File: src/rtl/wdog_pkg.sv
package wdog_pkg;
    localparam int unsigned CNT_W      = 14;
    localparam int unsigned DATA_W     = 32;
    localparam logic [CNT_W-1:0] CNT_INIT  = 14'h1FFF;
    localparam logic [CNT_W-1:0] CNT_LAST  = 14'h3FF0;
    localparam logic [3:0]       CTRL_INIT = 4'h6;
endpackage

File: src/rtl/wdog_regs.sv
module wdog_regs
    import wdog_pkg::*;
#(
    parameter int unsigned ADDR_W     = 3,
    parameter int unsigned SYNC_TICKS = 2
) (
    input  logic              clk_i,
    input  logic              rst_ni,
    input  logic              tick_i,
    input  logic              req_i,
    input  logic              we_i,
    input  logic [ADDR_W-1:0] addr_i,
    input  logic [DATA_W-1:0] wdata_i,
    output logic [DATA_W-1:0] rdata_o,
    input  logic [CNT_W-1:0]  cnt_i,
    input  logic              wd_rst_i,
    output logic              mode_o,
    output logic              frz_en_o,
    output logic              load_o,
    output logic [CNT_W-1:0]  load_val_o
);
    localparam int unsigned TW = (SYNC_TICKS > 1) ? $clog2(SYNC_TICKS) : 1;
    localparam logic [TW-1:0] T_LAST = TW'(SYNC_TICKS - 1);

    typedef struct packed {
        logic             mode;
        logic             frz_en;
        logic             busy;
        logic [TW-1:0]    tcnt;
        logic [CNT_W-1:0] pend;
    } regs_st_t;

    regs_st_t s_d, s_q;
    logic sel_val, sel_ctl, wr_ok, land;
    logic unused_wbits;

    assign unused_wbits = ^{wdata_i[31:3], wdata_i[1]};
    assign sel_val = (addr_i == ADDR_W'(0));
    assign sel_ctl = (addr_i == ADDR_W'(4));
    assign wr_ok   = req_i && we_i && sel_val && !s_q.busy
                     && (wdata_i[DATA_W-1:CNT_W] == '0);
    assign land    = s_q.busy && tick_i && (s_q.tcnt == T_LAST);

    always_comb begin
        s_d = s_q;
        if (wd_rst_i) begin
            s_d.mode   = CTRL_INIT[0];
            s_d.frz_en = CTRL_INIT[2];
            s_d.busy   = 1'b0;
            s_d.tcnt   = '0;
        end else begin
            if (req_i && we_i && sel_ctl) begin
                s_d.mode   = s_q.mode | wdata_i[0];
                s_d.frz_en = wdata_i[2];
            end
            if (land) begin
                s_d.busy = 1'b0;
                s_d.tcnt = '0;
            end else if (s_q.busy && tick_i) begin
                s_d.tcnt = s_q.tcnt + 1'b1;
            end
            if (wr_ok) begin
                s_d.busy = 1'b1;
                s_d.tcnt = '0;
                s_d.pend = wdata_i[CNT_W-1:0];
            end
        end
    end

    always_ff @(posedge clk_i or negedge rst_ni) begin
        if (!rst_ni) begin
            s_q.mode   <= CTRL_INIT[0];
            s_q.frz_en <= CTRL_INIT[2];
            s_q.busy   <= 1'b0;
            s_q.tcnt   <= '0;
            s_q.pend   <= CNT_INIT;
        end else begin
            s_q <= s_d;
        end
    end

    always_comb begin
        rdata_o = '0;
        if (sel_val) rdata_o[CNT_W-1:0] = cnt_i;
        else if (sel_ctl) rdata_o[3:0] = {s_q.busy, s_q.frz_en, CTRL_INIT[1], s_q.mode};
    end

    assign mode_o     = s_q.mode;
    assign frz_en_o   = s_q.frz_en;
    assign load_o     = land;
    assign load_val_o = s_q.pend;


    mode_sticky_chk: assert property (@(posedge clk_i) disable iff (!rst_ni)
        (s_q.mode && !wd_rst_i) |=> s_q.mode);

    busy_hold_chk: assert property (@(posedge clk_i) disable iff (!rst_ni)
        (s_q.busy && !tick_i && !wd_rst_i) |=> (s_q.busy && $stable(s_q.pend)));

    filter_chk: assert property (@(posedge clk_i) disable iff (!rst_ni)
        (!s_q.busy && req_i && we_i && sel_val && (wdata_i[DATA_W-1:CNT_W] != '0))
        |=> !s_q.busy);
endmodule

File: src/rtl/wdog_counter.sv
module wdog_counter
    import wdog_pkg::*;
(
    input  logic             clk_i,
    input  logic             rst_ni,
    input  logic             tick_i,
    input  logic             mode_i,
    input  logic             frz_en_i,
    input  logic             freeze_set_i,
    input  logic             freeze_clr_i,
    input  logic             dbg_halt_i,
    input  logic             load_i,
    input  logic [CNT_W-1:0] load_val_i,
    output logic [CNT_W-1:0] cnt_o,
    output logic             nmi_o,
    output logic             rst_req_o,
    output logic             wd_rst_o
);
    typedef struct packed {
        logic [CNT_W-1:0] cnt;
        logic             nmi;
        logic             rst_req;
        logic             frz;
    } cnt_st_t;

    cnt_st_t s_d, s_q;
    logic fire, frozen;

    assign fire   = mode_i ? ((s_q.cnt == '0) || s_q.cnt[CNT_W-1])
                           : (s_q.cnt == CNT_LAST);
    assign frozen = dbg_halt_i || (s_q.frz && frz_en_i && !mode_i);

    always_comb begin
        s_d         = s_q;
        s_d.rst_req = 1'b0;
        if (freeze_clr_i) s_d.frz = 1'b0;
        else if (freeze_set_i && frz_en_i && !mode_i) s_d.frz = 1'b1;
        if (fire) begin
            s_d.cnt     = CNT_INIT;
            s_d.nmi     = 1'b0;
            s_d.rst_req = 1'b1;
            s_d.frz     = 1'b0;
        end else if (load_i) begin
            s_d.cnt = load_val_i;
            s_d.nmi = 1'b0;
        end else begin
            if (tick_i && !frozen) s_d.cnt = s_q.cnt - 1'b1;
            if (!mode_i && (s_q.cnt == '0)) s_d.nmi = 1'b1;
        end
    end

    always_ff @(posedge clk_i or negedge rst_ni) begin
        if (!rst_ni) begin
            s_q.cnt     <= CNT_INIT;
            s_q.nmi     <= 1'b0;
            s_q.rst_req <= 1'b0;
            s_q.frz     <= 1'b0;
        end else begin
            s_q <= s_d;
        end
    end

    assign cnt_o     = s_q.cnt;
    assign nmi_o     = s_q.nmi;
    assign rst_req_o = s_q.rst_req;
    assign wd_rst_o  = fire;


    rst_pulse_chk: assert property (@(posedge clk_i) disable iff (!rst_ni)
        s_q.rst_req |=> !s_q.rst_req);

    rst_reload_chk: assert property (@(posedge clk_i) disable iff (!rst_ni)
        s_q.rst_req |-> (s_q.cnt == CNT_INIT && !s_q.nmi));

    step_chk: assert property (@(posedge clk_i) disable iff (!rst_ni)
        (tick_i && !frozen && !load_i && !fire) |=> (s_q.cnt == $past(s_q.cnt) - 14'd1));

    halt_chk: assert property (@(posedge clk_i) disable iff (!rst_ni)
        (dbg_halt_i && !load_i && !fire) |=> $stable(s_q.cnt));

    nmi_rise_chk: assert property (@(posedge clk_i) disable iff (!rst_ni)
        $rose(s_q.nmi) |-> ($past(s_q.cnt) == '0));
endmodule

File: src/rtl/wdog_top.sv
module wdog_top
    import wdog_pkg::*;
#(
    parameter int unsigned ADDR_W     = 3,
    parameter int unsigned SYNC_TICKS = 2
) (
    input  logic              clk_i,
    input  logic              rst_ni,
    input  logic              tick_i,
    input  logic              req_i,
    input  logic              we_i,
    input  logic [ADDR_W-1:0] addr_i,
    input  logic [31:0]       wdata_i,
    output logic [31:0]       rdata_o,
    input  logic              freeze_set_i,
    input  logic              freeze_clr_i,
    input  logic              dbg_halt_i,
    output logic              nmi_o,
    output logic              rst_req_o
);
    logic [CNT_W-1:0] cnt, load_val;
    logic mode, frz_en, load, wd_rst;

    wdog_regs #(.ADDR_W(ADDR_W), .SYNC_TICKS(SYNC_TICKS)) regs_i (
        .clk_i(clk_i), .rst_ni(rst_ni), .tick_i(tick_i),
        .req_i(req_i), .we_i(we_i), .addr_i(addr_i),
        .wdata_i(wdata_i), .rdata_o(rdata_o), .cnt_i(cnt),
        .wd_rst_i(wd_rst), .mode_o(mode), .frz_en_o(frz_en),
        .load_o(load), .load_val_o(load_val)
    );

    wdog_counter cnt_i (
        .clk_i(clk_i), .rst_ni(rst_ni), .tick_i(tick_i),
        .mode_i(mode), .frz_en_i(frz_en),
        .freeze_set_i(freeze_set_i), .freeze_clr_i(freeze_clr_i),
        .dbg_halt_i(dbg_halt_i), .load_i(load), .load_val_i(load_val),
        .cnt_o(cnt), .nmi_o(nmi_o), .rst_req_o(rst_req_o), .wd_rst_o(wd_rst)
    );
endmodule

File: config.mk
export PLATFORM = sky130hd
export DESIGN_NAME = wdog_top
export DESIGN_NICKNAME = d
export VERILOG_FILES = /design/src/rtl/wdog_pkg.sv /design/src/rtl/wdog_regs.sv /design/src/rtl/wdog_counter.sv /design/src/rtl/wdog_top.sv
export SDC_FILE = /design/constraint.sdc
export NUM_CORES = 1
export LEC_CHECK = 0
export BUFFER_PORTS_ARGS = -buffer_cell sky130_fd_sc_hd__buf_2
export CAP_MARGIN = 20
export CORE_MARGIN = 8
export CORE_UTILIZATION = 39
export CTS_CLUSTER_DIAMETER = 120
export DETAILED_ROUTE_END_ITERATION = 6
export GPL_ROUTABILITY_DRIVEN = 0
export PLACE_DENSITY_LB_ADDON = 0.12
export SLEW_MARGIN = 10
export SYNTH_ARGS = -nofsm -noshare
export SYNTH_HDL_FRONTEND = slang
export SYNTH_SLANG_ARGS = --single-unit
export TNS_END_PERCENT = 50
File: constraint.sdc
create_clock -name clk_i -period 3.9 [get_ports clk_i]
set_clock_uncertainty 0.2 [all_clocks]
set_input_delay 0.195 -clock clk_i [delete_from_list [all_inputs] [get_ports clk_i]]
set_output_delay 0.195 -clock clk_i [all_outputs]
set_load 0.1 [all_outputs]
### Word level (Yosys, flattened, before mapping)

Cells that the tools add are included.

* add/sub/neg operators: 2
* eq/ne operators: 2
* mux-type cells: 17
* bitwise gates (word level): 2
* reduce and logical (&&, ||, !) cells: 28

Operator list (number)
* $mux 15: 2
* $logic_not 18->1: 1
* $mux 16: 1
* $eq 14x14->1 const B: 1
* $logic_not 14->1: 1
* $mux 14: 1
* $sub 14x1->14 const B: 1
* $logic_and 1x1->1: 13
* $mux 4: 3
* $reduce_bool 3->1: 4
* $mux 10: 1
* $mux 1: 7
* $mux 2: 2
* $reduce_bool 4->1: 1
* $eq 3x3->1 const B: 1
* $logic_not 1->1: 3
* $logic_not 3->1: 1
* $logic_or 1x1->1: 2
* $reduce_and 2->1: 1
* $reduce_bool 2->1: 1
* $add 1x1->1 const B: 1
* $not 1->1: 1
* $or 1x1->1: 1

* register bits: 35
* bits of input ports: 43
* output and inout bits: 34
* logic and storage cells: 60

### Longest topological paths before layout

* word-level depth: 8
* gate-level depth with buffers: 8
* depth with buffers taken out: 7

### Hierarchy

From an unflattened synthesis, not the netlist that was laid out.

* cells, all modules: 253
* area, all modules: 2469.9 µm²

By module, submodules not included
* wdog_counter: times used 1, cells an instance 145, area an instance 1255.0 µm², sequential area each 441.7 µm²
* wdog_regs: times used 1, cells an instance 108, area an instance 1214.9 µm², sequential area each 467.9 µm²

### Least setup slack after synthesis

OpenSTA, ideal clock, no wires.

* kind: reg2out
* start point: register cnt_i.cnt_o[2] (netlist name)
* end point: output port rdata_o[2]
* arrival: 2666 ps
* required time: 3505 ps
* path slack: 839 ps
* stages on the path, launching flop included: 3
* path buffers: 0
* cell sequence: dfstp_2 > mux2i_1 > nor3_1

* cells in the longest elaborated chain, start to end: 1

Ends and longest elaborated chain
* $mux 4: RTL line wdog_regs.sv:84 `if (sel_val) rdata_o[CNT_W-1:0] = cnt_i;`
* end, declared: RTL line wdog_top.sv:14 `output logic [31:0] rdata_o,`

No other way between the ends.

### Worst setup path in the final report

* start point: register cnt_i.cnt_o[0] (netlist name)
* end point: register regs_i.s_q, in the netlist regs_i.load_val_o[13]

* cells in the longest elaborated chain, start to end: 5
* elaborated cells between the ends (all ways): 6
* those cells by class: eq/ne: 1; mux: 1; bitwise: 1; reduce/logical: 3

Ends and longest elaborated chain
* $logic_not 14->1: RTL line wdog_counter.sv:29 `assign fire = mode_i ? ((s_q.cnt == '0) || s_q.cnt[CNT_W-1])`
* $logic_or 1x1->1: RTL line wdog_counter.sv:29
* $mux 1 (*): RTL line wdog_counter.sv:29
* $not 1->1 (no source line) (*)
* $reduce_and 2->1 (no source line) (*)
* end, declared: RTL line wdog_regs.sv:33 `regs_st_t s_d, s_q;`

Mark *: on every way between the ends. The rest lies on a longest branch, timed or not.
A chain may end at the register's enable or synchronous reset.

==> reports/qor.txt <==
Max VDD drop: 0.209 mV
clock power share: 24.2%
critical-path maximum fanout: 17
setup_tns: 0 ps
WL final: 5270 um
main flop type after synthesis: dfstp_2
critical path capture point type: flip-flop
first-pass GRT wire length: 9140 um
EDFF count, synth: 0
FF-to-FF End: regs_i.load_val_o[13]
Synth top cells by count: 27 x dfstp_2, 23 x nor2_1, 18 x buf_4, 13 x nor3_1
Post-DRT Antenna Nets: 0
Max Slew Vio Count: 0
Hold WC Path Type: in -> reg
R2R setup slack: 1230 ps
pin count of the biggest net entering global routing: 36
ant diodes: 0
Worst Max-Slew Pin Slew: 760 ps
Cell Area, Synth: 2170 sq um
die width: 90.7 um
boundary pin count: 77
post-DR wirelength/cell: 14.6 um
vias per cell: 4.86
Critical Path Source: cnt_i.cnt_o[0]
GR Overflow Total: 0
FP Rows: 27
hold path startpoint: freeze_set_i
Initial Util: 40.0%
Overall Global Routing Usage: 13.6%
Min Clock Period, post-route: 2670 ps
Worst R2R Path Depth: 7
r2r startpoint: cnt_i.cnt_o[0]
Netlist cell types: 45
initial antenna violation count: 0
Net Switching: 0.000417 W
initial drt markers: 100
Buffers on Ports: 58
critical path class: reg -> reg
core region area: 5440 sq um
setup slack at placement: 1190 ps
total setup buffers inserted after CTS: 0
Synth Warn #: 0
Final Hold Fails: 0
endpoints failing setup: 0
FF+latch count, synth: 35
CTS tree: yes
Slew headroom: 49.3%
Mapped Cells: 214
period utilization: 68.5%
vias in the first global route: 1939
RSZ-0062 raised after global routing: false
most numerous cell in the Yosys netlist: dfstp_2
status: completed
cts bufs inserted: 5
crit path to: regs_i.load_val_o[13]
clk slew on worst S/H paths: 70 ps
Post-route DRC: 0
ranking of synthesized cells by area: dfstp_2 33%, dfrtp_1 9.2%, mux2_4 6.9%
Max Fclk: 375 MHz
Skew-Pair Late Insertion Delay: 290 ps
Die ar.: 8220 sq um
vias post-DR: 1748
layout cells sized above 1: 39.9%
synthesized area per cell: 10.2 sq um
Die H: 90.7 um
Yosys top cell area share: 32.6%
post-synth top area cell: dfstp_2
Sw Share: 39.5%
H-Tree Depth: 2
PnR worst setup slack: 1230 ps
total of max-cap violations: 0
pwr/cell area: 394 nW/um^2
fraction of registers with async set/reset: 100%
crit start category: flip-flop
CTS root buffer: clkbuf_8
first-pass iteration count of the detailed router: 4
Area Overhead vs Synth: 23.4%
CTS Buffer Depth: 2
Crit path required time: 3880 ps
# clock sinks: 35
Critical Path AT: 2650 ps
Comb pwr share: 30.8%
Internal Pwr Total: 0.000639 W
dpl hpwl: 3960 um
Reg power frac: 45.0%
Leakage: 1.25 nW
Final nets: 332
Seq/Total Area, Yosys: 41.8%
## registers in the layout (all words and copies together), names as in the netlist
register and count:
cnt_i.nmi_o 1, cnt_i.cnt_o 14, regs_i.mode_o 1, regs_i.frz_en_o 1, cnt_i.rst_req_o 1, regs_i.s_q 2
cnt_i.s_q 1, regs_i.load_val_o 14
## cell type report
| class | instances | area (sq um) |
|---|---|---|
| fillers | 562 | 2760 |
| multi-input cells | 166 | 1120 |
| flip-flops and latches | 35 | 910 |
| repair buffers | 75 | 458 |
| well taps | 72 | 90.1 |
| clock buffers | 6 | 72.6 |
| inverters | 4 | 15.0 |
| clock inverters | 2 | 12.5 |
## metal layers
| layer | routed length, um | global-route usage [%] |
|---|---|---|
| met5 | 0 | 0 |
| met4 | 48 | 4.30 |
| met3 | 388 | 5.15 |
| met2 | 2430 | 22.2 |
| met1 | 2410 | 16.0 |
## cell usage in the layout (no fill, tap or decap), drive strengths merged, types with 8 or more instances in the layout
cell,instances
nor4,8
o21ai,10
mux2,14
dfstp,27
conb,18
nor3,13
dlygate4sd3,16
nor2,23
and2,11
xnor2,9
buf,59
dfrtp,8
nand2,11
## timing repair
item | CTS | global route
hold buffers | 16 | 0
gates resized for setup | 0 | 0
endpoints found under the hold margin | 24 | 0
endpoints found under the setup margin | 0 | 0
## power by group through the flow
stage	sequential, W	combinational (W)	clock (W)
floorplan	0.000457	0.000287	0
detailed placement	0.000481	0.000313	0
global placement	0.000479	0.000312	0
finish	0.000475	0.000326	0.000255
global route	0.000485	0.000353	0.000277
CTS	0.000475	0.000327	0.000261
## per-stage QoR
stage / area [sq um] / power, W / instances / util (%) / hold WS, ps
2_1_floorplan: 2240 / 0.000744 / 231 / - / -301
3_3_place_gp: 2440 / 0.000791 / 336 / 44.8 / 121
3_5_place_dp: 2440 / 0.000794 / 336 / 44.8 / 114
4_1_cts: 2680 / 0.00106 / 360 / 49.3 / 35.1
5_1_grt: 2680 / 0.00111 / 360 / 49.3 / 74.0
6_report: 2680 / 0.00106 / 360 / 49.3 / 34.7
## logic make-up after synthesis
logic type | after synthesis | share of synthesized area (%)
flip-flops | 35 | 41.8
adder cells (fa/ha/maj) | 2 | 1.15
other | 1 | 0.172
multiplexers | 18 | 10.8
buffers and inverters | 30 | 9.38
AND/OR/NAND/NOR | 93 | 24.2
XOR/XNOR | 11 | 4.43
AO/OA/AOI/OAI | 24 | 8.00
## worst min-delay path by stage
stage	end	slack [ps]	depth (start not counted)
4_1_cts	cnt_i.s_q[0]	40	3
3_5_place_dp	regs_i.s_q[14]	110	1
5_1_grt	regs_i.mode_o	70	3
2_1_floorplan	cnt_i.cnt_o[13]	-300	0
6_report	cnt_i.s_q[0]	30	3
3_3_place_gp	regs_i.s_q[14]	120	1
## worst max-delay path, cell delays in order (launching register included)
cell and delay [ps]:
dfstp_2 400, inv_1 80, ha_1 210, or4b_1 490, o41ai_2 320, a41oi_4 160, nand2_4 330, mux2_2 370
(Power assumes the default switching activity.)
